===== src/rtl/oport_pkg.sv =====
package oport_pkg;
  typedef enum logic [2:0] {
    RT_CASCADE, RT_REAL, RT_IMAG, RT_MUX, RT_MUX2X, RT_CPX1, RT_CPX2, RT_CPX3
  } route_e;

  typedef enum logic [2:0] {
    SRC_ZERO, SRC_RE, SRC_IM, SRC_CRE, SRC_CIM
  } src_kind_e;

  typedef struct packed {
    src_kind_e  kind;
    logic [1:0] idx;
  } src_t;

  localparam int unsigned NUM_LANES = 4;
endpackage


===== src/rtl/oport_mode_decode.sv =====
module oport_mode_decode
  import oport_pkg::*;
(
  input  logic [1:0] mode_fld,
  input  logic       cplx_en,
  input  logic [1:0] cplx_sel,
  input  logic       dbl_rate,
  output route_e     route
);
  always_comb begin
    unique case (mode_fld)
      2'b00: route = RT_CASCADE;
      2'b10: route = RT_IMAG;
      2'b11: route = RT_MUX;
      default: begin
        if (cplx_en) begin
          unique case (cplx_sel)
            2'b01:   route = RT_CPX1;
            2'b10:   route = RT_CPX2;
            default: route = RT_CPX3;
          endcase
        end else if (dbl_rate) begin
          route = RT_MUX2X;
        end else begin
          route = RT_REAL;
        end
      end
    endcase
  end
endmodule


===== src/rtl/oport_phase_ctl.sv =====
module oport_phase_ctl
  import oport_pkg::*;
(
  input  logic   clk,
  input  logic   rst_n,
  input  route_e route,
  input  logic   in_valid,
  output logic   ph_imag,
  output logic   route_chg
);
  route_e route_q;
  logic   ph_q;

  assign route_chg = (route != route_q);
  assign ph_imag   = (route == RT_MUX) && !route_chg && ph_q;

  always_ff @(posedge clk) begin
    if (!rst_n) begin
      route_q <= RT_CASCADE;
      ph_q    <= 1'b0;
    end else begin
      route_q <= route;
      if (route != RT_MUX)  ph_q <= 1'b0;
      else if (in_valid)    ph_q <= ~ph_imag;
      else if (route_chg)   ph_q <= 1'b0;
    end
  end

  // a real sample in a steady interleave is followed by an imaginary one
  assert_alternate_R5: assert property (@(posedge clk) disable iff (!rst_n)
    ($past(rst_n) && route == RT_MUX && $past(route) == RT_MUX &&
     $past(in_valid) && !$past(ph_imag)) |-> ph_imag);
endmodule


===== src/rtl/oport_lane_select.sv =====
module oport_lane_select
  import oport_pkg::*;
#(
  parameter int unsigned W    = 20,
  parameter int unsigned LANE = 0
) (
  input  route_e                      route,
  input  logic                        ph_imag,
  input  logic [NUM_LANES*W-1:0]      sum_re,
  input  logic [NUM_LANES*W-1:0]      sum_im,
  input  logic [W-1:0]                cas_re,
  input  logic [W-1:0]                cas_im,
  output logic [W-1:0]                hi_d,
  output logic [W-1:0]                lo_d
);
  localparam logic [1:0] LIDX = 2'(LANE);

  function automatic src_t pick(route_e r, logic imag);
    src_t s;
    s.idx  = LIDX;
    s.kind = SRC_RE;
    unique case (r)
      RT_CASCADE: begin
        s.idx  = 2'd0;
        s.kind = (LANE < 2) ? SRC_ZERO : ((LANE == 2) ? SRC_CRE : SRC_CIM);
      end
      RT_REAL:  s.kind = SRC_RE;
      RT_IMAG:  s.kind = SRC_IM;
      RT_MUX, RT_MUX2X: s.kind = imag ? SRC_IM : SRC_RE;
      RT_CPX1: begin
        unique case (LANE)
          0:       begin s.kind = SRC_RE; s.idx = 2'd0; end
          1:       begin s.kind = SRC_IM; s.idx = 2'd0; end
          2:       begin s.kind = SRC_RE; s.idx = 2'd2; end
          default: begin s.kind = SRC_RE; s.idx = 2'd3; end
        endcase
      end
      RT_CPX2: begin
        unique case (LANE)
          0:       begin s.kind = SRC_RE; s.idx = 2'd0; end
          1:       begin s.kind = SRC_RE; s.idx = 2'd1; end
          2:       begin s.kind = SRC_RE; s.idx = 2'd2; end
          default: begin s.kind = SRC_IM; s.idx = 2'd2; end
        endcase
      end
      default: begin
        unique case (LANE)
          0:       begin s.kind = SRC_RE; s.idx = 2'd0; end
          1:       begin s.kind = SRC_IM; s.idx = 2'd0; end
          2:       begin s.kind = SRC_RE; s.idx = 2'd2; end
          default: begin s.kind = SRC_IM; s.idx = 2'd2; end
        endcase
      end
    endcase
    return s;
  endfunction

  function automatic logic [W-1:0] fetch(src_t s, logic [NUM_LANES*W-1:0] re,
                                         logic [NUM_LANES*W-1:0] im,
                                         logic [W-1:0] cre, logic [W-1:0] cim);
    logic [W-1:0] v;
    unique case (s.kind)
      SRC_RE:  v = re[int'(s.idx)*W +: W];
      SRC_IM:  v = im[int'(s.idx)*W +: W];
      SRC_CRE: v = cre;
      SRC_CIM: v = cim;
      default: v = '0;
    endcase
    return v;
  endfunction

  src_t src_hi, src_lo;

  always_comb begin
    src_hi = pick(route, (route == RT_MUX) ? ph_imag : 1'b0);
    src_lo = (route == RT_MUX2X) ? pick(route, 1'b1) : src_hi;
    hi_d   = fetch(src_hi, sum_re, sum_im, cas_re, cas_im);
    lo_d   = fetch(src_lo, sum_re, sum_im, cas_re, cas_im);
  end
endmodule


===== src/rtl/oport_router.sv =====
module oport_router
  import oport_pkg::*;
#(
  parameter int unsigned W = 20
) (
  input  logic                   clk,
  input  logic                   rst_n,
  input  logic [1:0]             mode_fld,
  input  logic                   cplx_en,
  input  logic [1:0]             cplx_sel,
  input  logic                   dbl_rate,
  input  logic                   strb_en,
  input  logic                   in_valid,
  input  logic [4*W-1:0]         sum_re,
  input  logic [4*W-1:0]         sum_im,
  input  logic [W-1:0]           cas_re,
  input  logic [W-1:0]           cas_im,
  input  logic [W-1:0]           port_a_in,
  input  logic [W-1:0]           port_b_in,
  output logic [W-1:0]           casc_re_in,
  output logic [W-1:0]           casc_im_in,
  output logic                   bidir_oe,
  output logic                   out_valid,
  output logic                   real_strb,
  output logic [4*W-1:0]         lanes_hi,
  output logic [4*W-1:0]         lanes_lo
);
  route_e route;
  logic   ph_imag, route_chg;
  logic   oe_q, vld_q, strb_q;

  oport_mode_decode u_dec (
    .mode_fld (mode_fld),
    .cplx_en  (cplx_en),
    .cplx_sel (cplx_sel),
    .dbl_rate (dbl_rate),
    .route    (route)
  );

  oport_phase_ctl u_phase (
    .clk       (clk),
    .rst_n     (rst_n),
    .route     (route),
    .in_valid  (in_valid),
    .ph_imag   (ph_imag),
    .route_chg (route_chg)
  );

  for (genvar g = 0; g < NUM_LANES; g++) begin : g_lane
    logic [W-1:0] hi_d, lo_d, hq, lq;

    oport_lane_select #(.W(W), .LANE(g)) u_sel (
      .route   (route),
      .ph_imag (ph_imag),
      .sum_re  (sum_re),
      .sum_im  (sum_im),
      .cas_re  (cas_re),
      .cas_im  (cas_im),
      .hi_d    (hi_d),
      .lo_d    (lo_d)
    );

    always_ff @(posedge clk) begin
      if (!rst_n) begin
        hq <= '0;
        lq <= '0;
      end else if (in_valid) begin
        hq <= hi_d;
        lq <= lo_d;
      end
    end

    assign lanes_hi[g*W +: W] = hq;
    assign lanes_lo[g*W +: W] = lq;
  end

  always_ff @(posedge clk) begin
    if (!rst_n) begin
      oe_q   <= 1'b0;
      vld_q  <= 1'b0;
      strb_q <= 1'b0;
    end else begin
      oe_q   <= (route != RT_CASCADE);
      vld_q  <= in_valid;
      strb_q <= in_valid && strb_en && (route == RT_MUX) && !ph_imag;
    end
  end

  assign bidir_oe   = oe_q;
  assign out_valid  = vld_q;
  assign real_strb  = strb_q;
  assign casc_re_in = (route == RT_CASCADE && !oe_q) ? port_a_in : '0;
  assign casc_im_in = (route == RT_CASCADE && !oe_q) ? port_b_in : '0;

  assert_oe_cascade_R3: assert property (@(posedge clk) disable iff (!rst_n)
    (route == RT_CASCADE) |=> !bidir_oe);

  assert_oe_drive_R11: assert property (@(posedge clk) disable iff (!rst_n)
    (route != RT_CASCADE) |=> bidir_oe);

  assert_valid_R2: assert property (@(posedge clk) disable iff (!rst_n)
    in_valid |=> out_valid);

  assert_hold_R2: assert property (@(posedge clk) disable iff (!rst_n)
    !in_valid |=> ($stable(lanes_hi) && $stable(lanes_lo)));

  assert_strb_en_R6: assert property (@(posedge clk) disable iff (!rst_n)
    real_strb |-> ($past(strb_en) && out_valid));

  assert_restart_R7: assert property (@(posedge clk) disable iff (!rst_n)
    (in_valid && strb_en && route == RT_MUX && route_chg) |=> real_strb);

  assert_lo_equal_R12: assert property (@(posedge clk) disable iff (!rst_n)
    ($past(route) != RT_MUX2X && $past(in_valid)) |-> (lanes_lo == lanes_hi));
endmodule


===== config.mk =====
export PLATFORM = sky130hd
export DESIGN_NAME = oport_router
export DESIGN_NICKNAME = d
export VERILOG_FILES = /design/src/rtl/oport_pkg.sv /design/src/rtl/oport_mode_decode.sv /design/src/rtl/oport_phase_ctl.sv /design/src/rtl/oport_lane_select.sv /design/src/rtl/oport_router.sv
export SDC_FILE = /design/constraint.sdc
export NUM_CORES = 1
export LEC_CHECK = 0
export ABC_AREA = 1
export BUFFER_PORTS_ARGS = -buffer_cell sky130_fd_sc_hd__buf_4
export CORE_AREA = 5 5 173 175
export DETAILED_ROUTE_END_ITERATION = 8
export DIE_AREA = 0 0 178 180
export GPL_TIMING_DRIVEN = 0
export PLACE_DENSITY = 0.76
export RECOVER_POWER = 50
export SKIP_LAST_GASP = 1
export SLEW_MARGIN = 20
export SYNTH_ARGS = -nofsm -noshare
export SYNTH_HDL_FRONTEND = slang
export SYNTH_SLANG_ARGS = --single-unit

===== constraint.sdc =====
create_clock -name clk -period 2.7 [get_ports clk]
set_input_delay 0.135 -clock clk [delete_from_list [all_inputs] [get_ports clk]]
set_output_delay 0.135 -clock clk [all_outputs]
set_load 0.02 [all_outputs]

# Yosys cells after proc, flatten, opt, wreduce, memory -nomap -nowiden
# Cells that the tools add are included.
dict set report classes {
  n_mul 7
  n_eq_ne 44
  shift 14
  mux 33
  n_bitwise 2
  n_reduce_logical 20
}
# cell n
set ops {}
lappend ops {{$shiftx 80x8->20} 14}
lappend ops {{$pmux 20 s4} 8}
lappend ops {{$eq 3x2->1 const B} 18}
lappend ops {{$pmux 3 s3} 5}
lappend ops {{$mux 20} 2}
lappend ops {{$eq 3x3->1 const B} 11}
lappend ops {{$mul 2x3->5 const B} 6}
lappend ops {{$eq 3x1->1 const B} 9}
lappend ops {{$mux 5} 4}
lappend ops {{$pmux 2 s2} 5}
lappend ops {{$reduce_or 5->1} 2}
lappend ops {{$reduce_or 2->1} 4}
lappend ops {{$eq 2x2->1 const B} 3}
lappend ops {{$logic_and 1x1->1} 6}
lappend ops {{$mux 3} 2}
lappend ops {{$pmux 3 s2} 1}
lappend ops {{$mul 1x3->4 const B} 1}
lappend ops {{$mux 1} 4}
lappend ops {{$mux 2} 2}
lappend ops {{$logic_not 1->1} 3}
lappend ops {{$logic_not 3->1} 1}
lappend ops {{$ne 3x2->1 const B} 1}
lappend ops {{$ne 3x3->1} 1}
lappend ops {{$reduce_bool 3->1} 1}
lappend ops {{other kinds (5)} 6}
dict set report totals {
  register_bits 167
  in_bits 250
  out_inout_bits 203
  word_cells 133
}

# Depth between registers and ports, before layout
dict set report logic_depth {
  word_depth 15
  depth_mapped 25
  depth_no_buf 21
}

# By module
# Synthesis repeated with hierarchy kept, for this count alone.
dict set report unflattened {
  cells_unflattened 2186
  area_unflattened_um2 12321.8
}
# mod n_inst cells_per_inst area_per_inst_um2 seq_area_each_um2
set by_module_without_submodules {}
lappend by_module_without_submodules {oport_router 1 792 5955.7 3263.1}
lappend by_module_without_submodules {{oport_lane_select at g_lane[1].u_sel} 1 470 2169.6 0.0}
lappend by_module_without_submodules {{oport_lane_select at g_lane[3].u_sel} 1 391 1760.4 0.0}
lappend by_module_without_submodules {{oport_lane_select at g_lane[2].u_sel} 1 277 1226.2 0.0}
lappend by_module_without_submodules {{oport_lane_select at g_lane[0].u_sel} 1 212 944.7 0.0}
lappend by_module_without_submodules {oport_phase_ctl 1 32 211.5 80.1}
lappend by_module_without_submodules {oport_mode_decode 1 12 53.8 0.0}

# Worst setup path after synthesis
# Ideal clock, no wire load.
dict set report synth_timing {
  path_type {input port to flip-flop}
  start {input cplx_sel[1]}
  end {register g_lane[1].lq[18]}
  setup_ns 0.132
  arrival_time_ns 2.576
  required_ns 2.568
  setup_slack_ns -0.008
  cell_stages 25
  path_buffers 4
  path_cell_list {inv_1 > nand2_1 > nand2_2 > nand2_2 > nand2_1 > nand2_1 > nor2_2 > nand3_4 > nand2_2 > inv_2 > clkbuf_2 > nand2_1 > nor2_1 > inv_1 > ha_1 > clkbuf_1 > clkbuf_1 > clkbuf_1 > nand2_1 > o21ai_0 > nand2_1 > nand3_1 > o21ai_0 > nand2_1 > a21oi_1}
}
dict set report synth_between {
  elab_chain_len 14
  elab_cells_between_ends 32
  classes_between {mul: 1; eq/ne: 12; shift: 2; mux: 10; reduce/logical: 7}
}
# item line
set synth_lines {}
lappend synth_lines {{from (decl)} oport_router.sv:10} ;# input logic [1:0] cplx_sel,
lappend synth_lines {{$eq 2x2->1 or $eq 2x1->1 (tied branches)} oport_mode_decode.sv:17} ;# unique case (cplx_sel)
lappend synth_lines {{$pmux 2 s2 (*)} oport_mode_decode.sv:17}
lappend synth_lines {{$mux 3 (*)} oport_mode_decode.sv:16} ;# if (cplx_en) begin
lappend synth_lines {{$pmux 3 s3 (*)} oport_mode_decode.sv:11} ;# unique case (mode_fld)
lappend synth_lines {{$ne 3x3->1} oport_phase_ctl.sv:14} ;# assign route_chg = (route != route_q);
lappend synth_lines {{$logic_not 1->1} oport_phase_ctl.sv:15} ;# assign ph_imag = (route == RT_MUX) && !route_chg && ph_q;
lappend synth_lines {{$logic_and 1x1->1 (2 in series)} oport_phase_ctl.sv:15}
lappend synth_lines {{$mux 1} oport_lane_select.sv:75} ;# src_hi = pick(route, (route == RT_MUX) ? ph_imag : 1'b0);
lappend synth_lines {{$mux 2} oport_lane_select.sv:29} ;# RT_MUX, RT_MUX2X: s.kind = imag ? SRC_IM : SRC_RE;
lappend synth_lines {{$pmux 3 s3} oport_lane_select.sv:22} ;# unique case (r)
lappend synth_lines {{$mux 5 (*)} oport_lane_select.sv:76} ;# src_lo = (route == RT_MUX2X) ? pick(route, 1'b1) : src_hi;
lappend synth_lines {{parallel branches: the longest is 1 deep, another holds $mul 2x3->5} -}
lappend synth_lines {{$pmux 20 s4 (*)} oport_lane_select.sv:62} ;# unique case (s.kind)
lappend synth_lines {{to (signal assigned)} oport_router.sv:69} ;# lq <= lo_d;
lappend synth_lines {{to (decl)} oport_router.sv:50} ;# logic [W-1:0] hi_d, lo_d, hq, lq;
# Every way passes the cells marked *.
# A chain may end at the register's enable or synchronous reset.

# Worst setup path after layout
dict set report layout_timing {
  start {register u_phase.route_q[0]}
  end {register g_lane[0].lq[7]}
}
dict set report layout_between {
  elab_chain_len 10
  elab_cells_between_ends 13
  classes_between {eq/ne: 5; mux: 5; reduce/logical: 3}
}
# item line
set layout_lines {}
lappend layout_lines {{from (decl)} oport_phase_ctl.sv:11} ;# route_e route_q;
lappend layout_lines {{from (signal assigned)} oport_phase_ctl.sv:22} ;# route_q <= route;
lappend layout_lines {{$ne 3x3->1 (*)} oport_phase_ctl.sv:14}
lappend layout_lines {{$logic_not 1->1 (*)} oport_phase_ctl.sv:15}
lappend layout_lines {{$logic_and 1x1->1 (*) (2 in series)} oport_phase_ctl.sv:15}
lappend layout_lines {{$mux 1 (*)} oport_lane_select.sv:75}
lappend layout_lines {{$mux 2 (*)} oport_lane_select.sv:29}
lappend layout_lines {{$pmux 3 s3 (*)} oport_lane_select.sv:22}
lappend layout_lines {{$mux 5 (*)} oport_lane_select.sv:76}
lappend layout_lines {{$eq 3x3->1 (tied with other cells)} oport_lane_select.sv:62}
lappend layout_lines {{$pmux 20 s4 (*)} oport_lane_select.sv:62}
lappend layout_lines {{to (signal assigned)} oport_router.sv:69}
lappend layout_lines {{to (decl)} oport_router.sv:50}
# Every way passes the cells marked *; elsewhere a longest branch is shown, timed or not.

==> impl_metrics.env <==
export IMPL_r2r_slack_ns=0.08
export IMPL_p_leak_nw=7.20
export IMPL_dp_cells=2759
export IMPL_synth_compound_area_share_pct=26.0
export IMPL_track_usage_pct=39.5
export IMPL_max_clock_freq_mhz=382
export IMPL_yosysWarnings=0
export IMPL_tightest_slew_ns=1.06
export IMPL_synth_nets=2183
export IMPL_synth_top_family_by_area="simple AND/OR/NAND/NOR gates"
export IMPL_critPathBufInv=5
export IMPL_io_buffer_count=451
export IMPL_worstHoldEndpoint="g_lane[2].lq[18]"
export IMPL_cts_tree="done"
export IMPL_hp_start="cas_re[18]"
export IMPL_status="completed"
export IMPL_critPathMaxStageDelay_ns=0.42
export IMPL_grt_pass1_wl_um=94800
export IMPL_hold_depth=3
export IMPL_rows=62
export IMPL_vias=15713
export IMPL_irDropWorstVdd_mv=0.380
export IMPL_fin_area_um2=15200
export IMPL_cp_common_cell="nand2_1"
export IMPL_worstSetupEndpointType="flop"
export IMPL_fillers=3081
export IMPL_synthesis_instances=1924
export IMPL_met1_usage_pct=49.8
export IMPL_cp_required_ns=3.06
export IMPL_worstPathMaxFanout=11
export IMPL_ys_types=31
export IMPL_die_w_um=178
export IMPL_grt_pass1_vias=14884
export IMPL_power_density_nw_per_um2=526
export IMPL_coreArea_um2=28300
export IMPL_clk_latency_ns=0.45
export IMPL_worst_r2r_path_depth=15
export IMPL_placed_area_um2=15000
export IMPL_finalNetCount=2662
export IMPL_min_period_over_period_pct=97.1
export IMPL_crit_slowest_cell="clkbuf_1"
export IMPL_ant_nets=0
export IMPL_first_pass_iters=6
export IMPL_drtIter0Drc=1633
export IMPL_busiest_layer="met2"
export IMPL_final_setup_viol_count=0
export IMPL_drv_slew=0
export IMPL_drt_total_wl_um=66500
export IMPL_avgViaCountPerCell=5.61
export IMPL_cp_arrival_ns=2.98
export IMPL_synth_seq_cells=167
export IMPL_gr_usage_met2_pct=63.5
export IMPL_start_util_pct=39.3
export IMPL_grt_start_max_net_pins=17
export IMPL_cpLargestDelayFamily="buffers and inverters"
export IMPL_cts_sinks=167
export IMPL_synthMuxAreaShare_pct=0
export IMPL_clk_pin_slew_ns=0.08
export IMPL_antenna_found_initial=0
export IMPL_cts_buffers=17
export IMPL_drc_errors=0
export IMPL_crit_path_start_kind="flop"
export IMPL_ioPinCount=453
export IMPL_synth_area_um2=11100
export IMPL_min_period_ns=2.62
export IMPL_wire_per_inst_um=23.8
export IMPL_area_growth_pct=36.6
export IMPL_final_cells=2801
export IMPL_drv_cap=0
export IMPL_postSynthAreaPerCell_um2=5.79
export IMPL_r2r_end="g_lane[0].lq[7]"
export IMPL_critPathKind="reg -> reg"
export IMPL_grt_ovfl_total=0
export IMPL_synthSimpleGateAreaFrac_pct=30.6
export IMPL_drive_above_1_share_pct=18.0
export IMPL_grt_util_met3_pct=6.49
export IMPL_synth_xor_area_share_pct=0
export IMPL_timing_rr_start="u_phase.route_q[0]"
export IMPL_cts_root_buf="clkbuf_16"
export IMPL_max_slew_margin_pct=29.5
export IMPL_synth_fa_ha_area_share_pct=1.01
export IMPL_gp_congestion=1.06
export IMPL_clock_path_buffers=2
export IMPL_rsz0062_at_grt="true"
export IMPL_fp_dieH_um=180
export IMPL_finalClockSkew_ns=0.0166
export IMPL_seq_area_frac_synth_pct=30.0
export IMPL_crit_path_cell_trace="inv_1, nand3_1, nand2_1, nand3_4, nand2_4, inv_2, nand2_1, buf_4, ha_1, inv_1, clkbuf_1, nor2_1, o22ai_1, nand2_1, a21oi_1"
export IMPL_htreeDepth=4
export IMPL_dp_hpwl_um=54500
export IMPL_die_area_um2=32000
export IMPL_hold_class="in -> reg"
export IMPL_hold_violations=0
metrics by stage:
stage               setup TNS (ns)  hold WS, ns  utilization, %  setup WS (ns)  power (mW)
finish                           0       0.0894            53.7         0.0791        8.00
global route                -0.198       0.0856            53.7        -0.0387        8.29
CTS                              0       0.0547            55.4        0.00160        8.00
detailed placement          -32.79        0.393            53.0          -1.03        5.49
global placement            -31.82        0.388            53.0          -1.02        5.48
floorplan                        0        0.273               -         0.0319        4.20
routing by layer:
metal  routed length [um]  vias to the layer above
met3                 6730                      220
met4                 4440                        0
met2                30100                     1079
met5                    0                        -
li1                     -                     7149
met1                25200                     7265
state kept, by name, indices dropped and copies added, names as in the netlist:
name / cells
out_valid: 1
bidir_oe: 1
g_lane.hq: 80
g_lane.lq: 80
u_phase.route_q: 3
u_phase.ph_q: 1
real_strb: 1
worst min-delay path, stage by stage:
cell	delay, ns
buf_4	0.11
a21oi_1	0.09
a21oi_1	0.15
worst max path at each step:
stage                  startpoint                to  slack [ns]  cells past startpoint
2_1_floorplan         cplx_sel[1]  g_lane[1].hq[19]        0.03                     21
3_3_place_gp          cplx_sel[1]   g_lane[1].lq[5]       -1.02                     25
3_5_place_dp          cplx_sel[1]   g_lane[1].lq[5]       -1.03                     25
4_1_cts        u_phase.route_q[2]  g_lane[1].hq[19]       0.002                     17
5_1_grt        u_phase.route_q[2]  g_lane[1].hq[19]       -0.04                     18
6_report       u_phase.route_q[0]   g_lane[0].lq[7]        0.08                     15
cells in the mapped netlist:
master	count	area share, %
buf_6	5	0.51
o22ai_1	28	1.6
clkbuf_2	1	0.045
a31oi_1	17	0.96
nand2_1	625	21
a21oi_1	204	9.2
dfxtp_1	167	30
or2_2	1	0.056
nor2_2	10	0.56
nand2_4	1	0.10
nand2_2	6	0.34
nor2_1	124	4.2
clkbuf_1	95	3.2
nand3_4	3	0.47
o21ai_1	4	0.18
ha_1	9	1.0
a211oi_1	1	0.067
buf_2	23	1.0
nor3_1	3	0.13
buf_1	7	0.24
nand3_1	73	3.3
o21ai_2	1	0.079
inv_2	10	0.34
a21o_1	12	0.81
o21ai_0	274	12
inv_1	194	6.5
o211ai_1	12	0.81
nor2_4	1	0.10
nand4_1	6	0.34
o21a_1	1	0.067
buf_4	6	0.40
cell usage in the layout, fill, tap and decap left out, types with 28 or more instances in the layout:
cell type	synthesis	routed
o21ai_0	274	266
nor2_1	124	123
a21oi_1	204	203
nand3_1	73	73
inv_1	194	191
dfxtp_1	167	166
buf_4	6	302
nand2_1	625	623
clkbuf_1	95	230
o22ai_1	28	28
where the power goes:
part | internal (mW) | total, mW | switching [mW] | leakage (nW)
clock network | 1.30 | 2.56 | 1.26 | 0.278
registers | 2.64 | 2.77 | 0.124 | 1.37
logic | 0.878 | 2.67 | 1.79 | 5.55
cell type report:
type                       count  area (um^2)  area share (%)
multi-input combinational   1416         6480            42.6
sequential                   167         3340            22.0
timing repair buffer         463         2880            19.0
inverter                     204          772            5.08
buffer                       134          681            4.48
tap                          384          480            3.16
clock buffer                  18          429            2.82
clock inverter                14          138           0.905
antenna                        1         2.50          0.0165
timing repair:
item | 4_1_cts | 5_1_grt
cloned | 0 | 1
setup buffers | 1 | 8
pin swaps | 0 | 4
hold buffers | 2 | 0
setup endpoints to repair | 50 | 56
endpoints found under the hold margin | 2 | 0
gates resized for setup | 36 | 56
cell families (layout without fill, tap and decap cells):
kind of cell | Yosys count | count (layout)
AND/OR/NAND/NOR | 853 | 853
adder cells (fa/ha/maj) | 9 | 9
other | 0 | 1
flip-flops | 167 | 167
buffers and inverters | 341 | 833
AO/OA/AOI/OAI | 554 | 554
No activity file was read; power rests on OpenSTA's default activity.
